## src/rtl/scan_tap_pkg.sv

```systemverilog
package scan_tap_pkg;

    localparam int IR_W = 3;
    localparam int ID_W = 32;

    localparam logic [3:0]  ID_VERSION = 4'b1010;
    localparam logic [15:0] ID_PART    = 16'h000E;
    localparam logic [10:0] ID_MAKER   = 11'b000_0001_0000;

    localparam logic [IR_W-1:0] IR_CAPTURE_PAT = 3'b001;

    typedef enum logic [3:0] {
        ST_RESET, ST_IDLE,
        ST_SEL_DR, ST_CAP_DR, ST_SH_DR, ST_EX1_DR, ST_PAU_DR, ST_EX2_DR, ST_UPD_DR,
        ST_SEL_IR, ST_CAP_IR, ST_SH_IR, ST_EX1_IR, ST_PAU_IR, ST_EX2_IR, ST_UPD_IR
    } tap_state_e;

    typedef enum logic [IR_W-1:0] {
        OP_EXTEST  = 3'b000,
        OP_IDCODE  = 3'b001,
        OP_SAMPLEZ = 3'b010,
        OP_PRIV_A  = 3'b011,
        OP_SAMPLE  = 3'b100,
        OP_PRIV_B  = 3'b101,
        OP_PRIV_C  = 3'b110,
        OP_BYPASS  = 3'b111
    } tap_op_e;

    typedef enum logic [1:0] {
        PATH_BYPASS,
        PATH_IDENT,
        PATH_BOUND
    } dr_path_e;

    typedef struct packed {
        dr_path_e path;
        logic     float_pins;
    } op_decode_t;

    function automatic logic [ID_W-1:0] ident_word();
        return {ID_VERSION, ID_PART, ID_MAKER, 1'b1};
    endfunction

    function automatic tap_state_e tap_next(tap_state_e s, logic m);
        tap_state_e n;
        n = ST_RESET;
        case (s)
            ST_RESET:  n = m ? ST_RESET  : ST_IDLE;
            ST_IDLE:   n = m ? ST_SEL_DR : ST_IDLE;
            ST_SEL_DR: n = m ? ST_SEL_IR : ST_CAP_DR;
            ST_CAP_DR: n = m ? ST_EX1_DR : ST_SH_DR;
            ST_SH_DR:  n = m ? ST_EX1_DR : ST_SH_DR;
            ST_EX1_DR: n = m ? ST_UPD_DR : ST_PAU_DR;
            ST_PAU_DR: n = m ? ST_EX2_DR : ST_PAU_DR;
            ST_EX2_DR: n = m ? ST_UPD_DR : ST_SH_DR;
            ST_UPD_DR: n = m ? ST_SEL_DR : ST_IDLE;
            ST_SEL_IR: n = m ? ST_RESET  : ST_CAP_IR;
            ST_CAP_IR: n = m ? ST_EX1_IR : ST_SH_IR;
            ST_SH_IR:  n = m ? ST_EX1_IR : ST_SH_IR;
            ST_EX1_IR: n = m ? ST_UPD_IR : ST_PAU_IR;
            ST_PAU_IR: n = m ? ST_EX2_IR : ST_PAU_IR;
            ST_EX2_IR: n = m ? ST_UPD_IR : ST_SH_IR;
            ST_UPD_IR: n = m ? ST_SEL_DR : ST_IDLE;
            default:   n = ST_RESET;
        endcase
        return n;
    endfunction

    function automatic op_decode_t decode_op(logic [IR_W-1:0] op);
        op_decode_t d;
        d.float_pins = 1'b0;
        d.path       = PATH_BYPASS;
        case (tap_op_e'(op))
            OP_IDCODE:  d.path = PATH_IDENT;
            OP_EXTEST:  d.path = PATH_BOUND;
            OP_SAMPLE:  d.path = PATH_BOUND;
            OP_SAMPLEZ: begin
                d.path       = PATH_BOUND;
                d.float_pins = 1'b1;
            end
            default:    d.path = PATH_BYPASS;
        endcase
        return d;
    endfunction

endpackage

```

## src/rtl/scan_tap_fsm.sv

```systemverilog
module scan_tap_fsm
    import scan_tap_pkg::*;
(
    input  logic       tck,
    input  logic       rst,
    input  logic       tms,
    output tap_state_e state,
    output tap_state_e state_nxt
);

    always_comb state_nxt = tap_next(state, tms);

    always_ff @(posedge tck) begin
        if (rst) state <= ST_RESET;
        else     state <= state_nxt;
    end

endmodule

```

## src/rtl/scan_tap_ir.sv

```systemverilog
module scan_tap_ir
    import scan_tap_pkg::*;
#(
    parameter int W = IR_W
) (
    input  logic       tck,
    input  logic       rst,
    input  logic       tdi,
    input  tap_state_e state,
    input  tap_state_e state_nxt,
    output logic       ir_so,
    output op_decode_t dec
);

    logic [W-1:0] shreg;
    logic [W-1:0] cur_op;

    always_ff @(posedge tck) begin
        if (rst) begin
            shreg  <= IR_CAPTURE_PAT;
            cur_op <= OP_IDCODE;
        end else begin
            case (state)
                ST_CAP_IR: shreg <= IR_CAPTURE_PAT;
                ST_SH_IR:  shreg <= {tdi, shreg[W-1:1]};
                default:   shreg <= shreg;
            endcase
            if (state_nxt == ST_RESET)
                cur_op <= OP_IDCODE;
            else if (state == ST_UPD_IR)
                cur_op <= shreg;
        end
    end

    assign ir_so = shreg[0];
    assign dec   = decode_op(cur_op);

endmodule

```

## src/rtl/scan_tap_dr.sv

```systemverilog
module scan_tap_dr
    import scan_tap_pkg::*;
#(
    parameter int IDW = ID_W
) (
    input  logic       tck,
    input  logic       rst,
    input  logic       tdi,
    input  tap_state_e state,
    input  op_decode_t dec,
    input  logic       ir_so,
    input  logic       bnd_so,
    output logic       tdo,
    output logic       tdo_oe,
    output logic       bnd_sel,
    output logic       bnd_capture,
    output logic       bnd_shift,
    output logic       bnd_update
);

    localparam logic [IDW-1:0] ID_VALUE = ident_word();

    logic           byp_q;
    logic [IDW-1:0] id_q;
    logic           tdo_q;
    logic           oe_q;
    logic           dr_bit;

    assign bnd_sel     = (dec.path == PATH_BOUND);
    assign bnd_capture = bnd_sel && (state == ST_CAP_DR);
    assign bnd_shift   = bnd_sel && (state == ST_SH_DR);
    assign bnd_update  = bnd_sel && (state == ST_UPD_DR);

    always_ff @(posedge tck) begin
        if (rst) begin
            byp_q <= 1'b0;
            id_q  <= ID_VALUE;
        end else begin
            case (state)
                ST_CAP_DR: begin
                    byp_q <= 1'b0;
                    id_q  <= ID_VALUE;
                end
                ST_SH_DR: begin
                    byp_q <= tdi;
                    id_q  <= {tdi, id_q[IDW-1:1]};
                end
                default: begin
                    byp_q <= byp_q;
                    id_q  <= id_q;
                end
            endcase
        end
    end

    always_comb begin
        case (dec.path)
            PATH_IDENT: dr_bit = id_q[0];
            PATH_BOUND: dr_bit = bnd_so;
            default:    dr_bit = byp_q;
        endcase
    end

    always_ff @(negedge tck) begin
        if (rst) begin
            tdo_q <= 1'b0;
            oe_q  <= 1'b0;
        end else begin
            oe_q <= (state == ST_SH_DR) || (state == ST_SH_IR);
            case (state)
                ST_SH_IR: tdo_q <= ir_so;
                ST_SH_DR: tdo_q <= dr_bit;
                default:  tdo_q <= 1'b0;
            endcase
        end
    end

    assign tdo    = tdo_q;
    assign tdo_oe = oe_q;

endmodule

```

## src/rtl/scan_tap.sv

```systemverilog
module scan_tap
    import scan_tap_pkg::*;
(
    input  logic tck,
    input  logic rst,
    input  logic tms,
    input  logic tdi,
    input  logic bnd_so,
    output logic tdo,
    output logic tdo_oe,
    output logic bnd_sel,
    output logic bnd_capture,
    output logic bnd_shift,
    output logic bnd_update,
    output logic pins_float
);

    tap_state_e fsm_state;
    tap_state_e fsm_nxt;
    op_decode_t op_dec;
    logic       ir_serial;

    scan_tap_fsm u_fsm (
        .tck       (tck),
        .rst       (rst),
        .tms       (tms),
        .state     (fsm_state),
        .state_nxt (fsm_nxt)
    );

    scan_tap_ir #(.W(IR_W)) u_ir (
        .tck       (tck),
        .rst       (rst),
        .tdi       (tdi),
        .state     (fsm_state),
        .state_nxt (fsm_nxt),
        .ir_so     (ir_serial),
        .dec       (op_dec)
    );

    scan_tap_dr #(.IDW(ID_W)) u_dr (
        .tck         (tck),
        .rst         (rst),
        .tdi         (tdi),
        .state       (fsm_state),
        .dec         (op_dec),
        .ir_so       (ir_serial),
        .bnd_so      (bnd_so),
        .tdo         (tdo),
        .tdo_oe      (tdo_oe),
        .bnd_sel     (bnd_sel),
        .bnd_capture (bnd_capture),
        .bnd_shift   (bnd_shift),
        .bnd_update  (bnd_update)
    );

    assign pins_float = op_dec.float_pins;

endmodule

```

## config.mk

```make
export PLATFORM = sky130hd
export DESIGN_NAME = scan_tap
export DESIGN_NICKNAME = d
export VERILOG_FILES = /design/src/rtl/scan_tap_pkg.sv /design/src/rtl/scan_tap_fsm.sv /design/src/rtl/scan_tap_ir.sv /design/src/rtl/scan_tap_dr.sv /design/src/rtl/scan_tap.sv
export SDC_FILE = /design/constraint.sdc
export NUM_CORES = 1
export LEC_CHECK = 0
export BUFFER_PORTS_ARGS = -buffer_cell sky130_fd_sc_hd__buf_2
export CAP_MARGIN = 5
export CORE_MARGIN = 2
export CORE_UTILIZATION = 30
export DETAILED_ROUTE_END_ITERATION = 7
export PLACE_DENSITY = 0.45
export SLEW_MARGIN = 20
export SYNTH_ARGS = -nofsm -noshare
export SYNTH_HDL_FRONTEND = slang
export SYNTH_SLANG_ARGS = --single-unit
```

## constraint.sdc

```tcl
create_clock -name tck -period 1.8 [get_ports tck]
set_clock_uncertainty 0.05 [all_clocks]
set_input_delay 0.36 -clock tck [delete_from_list [all_inputs] [get_ports tck]]
set_output_delay 0.36 -clock tck [all_outputs]
set_load 0.1 [all_outputs]
```

==> results.sh <==
export IMPL_setup_tns_ns=-1.738
export IMPL_antenna_found_initial=0
export IMPL_max_clock_path_buffers=2
export IMPL_synth_top_area_cell="dfxtp_1"
export IMPL_use_met3_pct=3.082
export IMPL_die_w_um=83.25
export IMPL_drt_vias_per_instance=5.003
export IMPL_hold_violations=0
export IMPL_hpwl_mm=2.567
export IMPL_cts_tree="built"
export IMPL_h_tree_depth=2
export IMPL_route_detailed_drc=0
export IMPL_top_usage_layer="met2"
export IMPL_wl_per_cell_um=13.12
export IMPL_yosysWarnings=0
export IMPL_synth_top_area_share_pct=47.81
export IMPL_numPortBuffers=11
export IMPL_critical_path_class="reg -> reg"
export IMPL_syn_area_mm2=0.001884
export IMPL_synthTopCellsByArea="dfxtp_1 48%, o22ai_1 6.0%, nand2_1 4.8%"
export IMPL_rsz0062_at_grt="yes"
export IMPL_fillers=601
export IMPL_cp_arrival_ns=1.53
export IMPL_drt_wl_total_mm=4.040
export IMPL_via_count=1541
export IMPL_met2_usage_pct=17.74
export IMPL_drt_iter0_markers=86
export IMPL_clock_latency_ns=0.29
export IMPL_grt_start_max_net_pins=32
export IMPL_status="finished with violations"
export IMPL_place_gp_congestion=0.6968
export IMPL_required_ns=1.07
export IMPL_hold_buffers=0
export IMPL_fin_util_pct=39.83
export IMPL_maxCapViolCount=0
export IMPL_nNetsFinal=240
export IMPL_violations="negative setup slack"
export IMPL_grt_met1_usage_pct=17.20
export IMPL_vdd_drop_max_uv=301.3
export IMPL_power_density_mw_per_mm2=803.3
export IMPL_critPathMaxFanout=3
export IMPL_combPwrFrac_pct=7.0
export IMPL_avgSynthCellArea_um2=8.847
export IMPL_slew_violations=0
export IMPL_power_frac_clock_pct=40.3
export IMPL_yosysSeqAreaShare_pct=47.81
export IMPL_relSlewSlack_pct=72.67
export IMPL_start_util_pct=31.45
export IMPL_die_h_um=83.25
export IMPL_synthFlopType="dfxtp_1"
export IMPL_setup_violations=8
export IMPL_synth_commonest_cells="45 x dfxtp_1, 24 x nand2_1, 18 x o22ai_1"
export IMPL_p_switching_uw=444.7
export IMPL_setup_ws_ns=-0.4596
export IMPL_p_int_uw=1472
export IMPL_async_flop_share_pct=0
export IMPL_yosysMostFrequentCell="dfxtp_1"
export IMPL_grt_pass1_vias=1424
export IMPL_worst_pin_slew_ns=0.4099
export IMPL_area_growth_pct=26.63
export IMPL_die_area_mm2=0.006931
export IMPL_cts_sinks=45
export IMPL_start_kind="flip-flop"
export IMPL_first_pass_iters=4
export IMPL_ant_nets=0
export IMPL_synth_cell_type_count=47
export IMPL_synth_seq_cells=45
export IMPL_numCtsBuffers=5
export IMPL_hold_class="in -> reg"
export IMPL_ff_latch_area_um2=914.6
export IMPL_grt_pass1_wl_mm=6.934
export IMPL_seq_power_share_pct=52.8
export IMPL_multi_input_area_um2=907.1
export IMPL_core_mm2=0.005991
export IMPL_cts_clk_slew_worst_paths_ns=0.08
export IMPL_cts_root_buf="clkbuf_8"
export IMPL_leakagePower_uw=0.0009117
export IMPL_synth_cells=213
export IMPL_syn_nets=220
export IMPL_final_layout_size_suffix_gt1_share_pct=25.75
export IMPL_grt_usage_pct=12.22
export IMPL_cp_end_kind="flip-flop"
export IMPL_synth_edf_count=0
export IMPL_p_sw_share_pct=23.20
export IMPL_pin_count=12
export IMPL_grt_overflow=0
export IMPL_rows=28
export IMPL_antennaDiodeCount=0
-- cell usage in the layout (no fill, tap or decap), types with 2 or more instances in the layout --
master / count
dfxtp_2: 5
mux2i_1: 2
buf_12: 7
dfxtp_4: 2
nand3b_1: 2
a21oi_1: 8
a31oi_1: 3
o21ai_0: 4
dfxtp_1: 38
a211o_1: 2
a31o_1: 3
and3b_1: 2
a21oi_2: 2
nor3b_1: 3
clkbuf_8: 5
buf_2: 4
nand3_1: 2
buf_4: 16
o22ai_1: 18
nand2b_1: 5
nor3_1: 5
nor2_1: 15
buf_6: 3
and3_1: 2
a31o_2: 3
inv_1: 11
nand2_1: 23
o32ai_1: 3
a21o_1: 2
a211oi_1: 2
-- cell families (layout without fill, tap and decap cells) --
family / Yosys count / after routing / synth area share (%)
adders and majority gates: 2 / 2 / 1.328
xor gates and xnor gates: 1 / 1 / 0.4649
muxes: 2 / 2 / 1.062
DFF: 45 / 45 / 47.81
AOI/OAI and AO/OA: 61 / 61 / 22.31
and+or+nand+nor: 73 / 73 / 20.19
buffers and inverters: 29 / 49 / 6.840
-- routing by layer --
layer	routed length [um]	part of all wire, %	vias to the layer above
met5	0	0	-
met3	122	3.0	7
met1	2078	51	707
li1	-	-	807
met2	1762	44	20
met4	76	1.9	0
-- path summary, 6_finish.rpt --
kind / start / end / slack, ns / depth (start not counted)
setup reg to reg: u_ir.cur_op[1]$_SDFFE_PP0N_ / u_dr.tdo$_SDFF_NP0_ / -0.46 / 7
hold / removal: tdi / u_ir.shreg[2]$_SDFFE_PP0P_ / 0.31 / 3
hold reg to reg: u_ir.shreg[2]$_SDFFE_PP0P_ / u_ir.shreg[2]$_SDFFE_PP0P_ / 0.43 / 2
setup / recovery: u_ir.cur_op[1]$_SDFFE_PP0N_ / u_dr.tdo$_SDFF_NP0_ / -0.46 / 7
-- flip-flops by register name (all words and copies together), names as in the netlist --
name and count:
u_dr.id_q 32, u_fsm.state 4, u_ir.shreg 3, u_ir.cur_op 3
u_dr.tdo 1, u_dr.tdo_oe 1, u_dr.byp_q 1
-- layout make-up --
| type | count | area share, % |
|---|---|---|
| Tap cell | 75 | 3.933 |
| Clock inverter | 4 | 1.940 |
| Clock buffer | 5 | 2.884 |
| Multi-Input combinational cell | 139 | 38.02 |
| Inverter | 9 | 1.416 |
| Sequential cell | 45 | 38.33 |
| Timing Repair Buffer | 31 | 13.48 |
-- metrics by stage --
stage | power [uW] | std cells | setup slack [ns] | cell area (um^2) | hold WS, ns
5_1_grt | 2008 | 308 | -0.5352 | 2386 | 0.3156
4_1_cts | 1952 | 308 | -0.4596 | 2379 | 0.3058
6_report | 1917 | 308 | -0.4596 | 2386 | 0.3105
2_1_floorplan | 1133 | 213 | -0.5540 | 1934 | 0.3944
3_5_place_dp | 1175 | 298 | -0.5879 | 2220 | 0.4197
3_3_place_gp | 1175 | 298 | -0.5432 | 2220 | 0.4063
-- power by group through the flow --
stage               Sequential (uW)  Clock, uW  Combinational, uW
detailed placement             1030       10.3                132
global route                   1010        846                149
finish                         1010        772                133
floorplan                      1030       10.3               89.9
global placement               1030       10.3                132
CTS                            1010        805                135
-- worst max-delay path: stages (launching register included) --
cell,delay [ns]
dfxtp_2,0.36
nor2_2,0.05
nand2_2,0.10
inv_1,0.06
ha_1,0.19
a221o_1,0.32
o2111ai_1,0.08
o31ai_1,0.09
-- timing repair --
item | in CTS | in global routing
buffers inserted | 2 | 0
endpoints found under the setup margin | 7 | 9
resized for setup | 10 | 3
pin swaps | 3 | 0
Note: power is estimated with default switching activity, not from simulation.
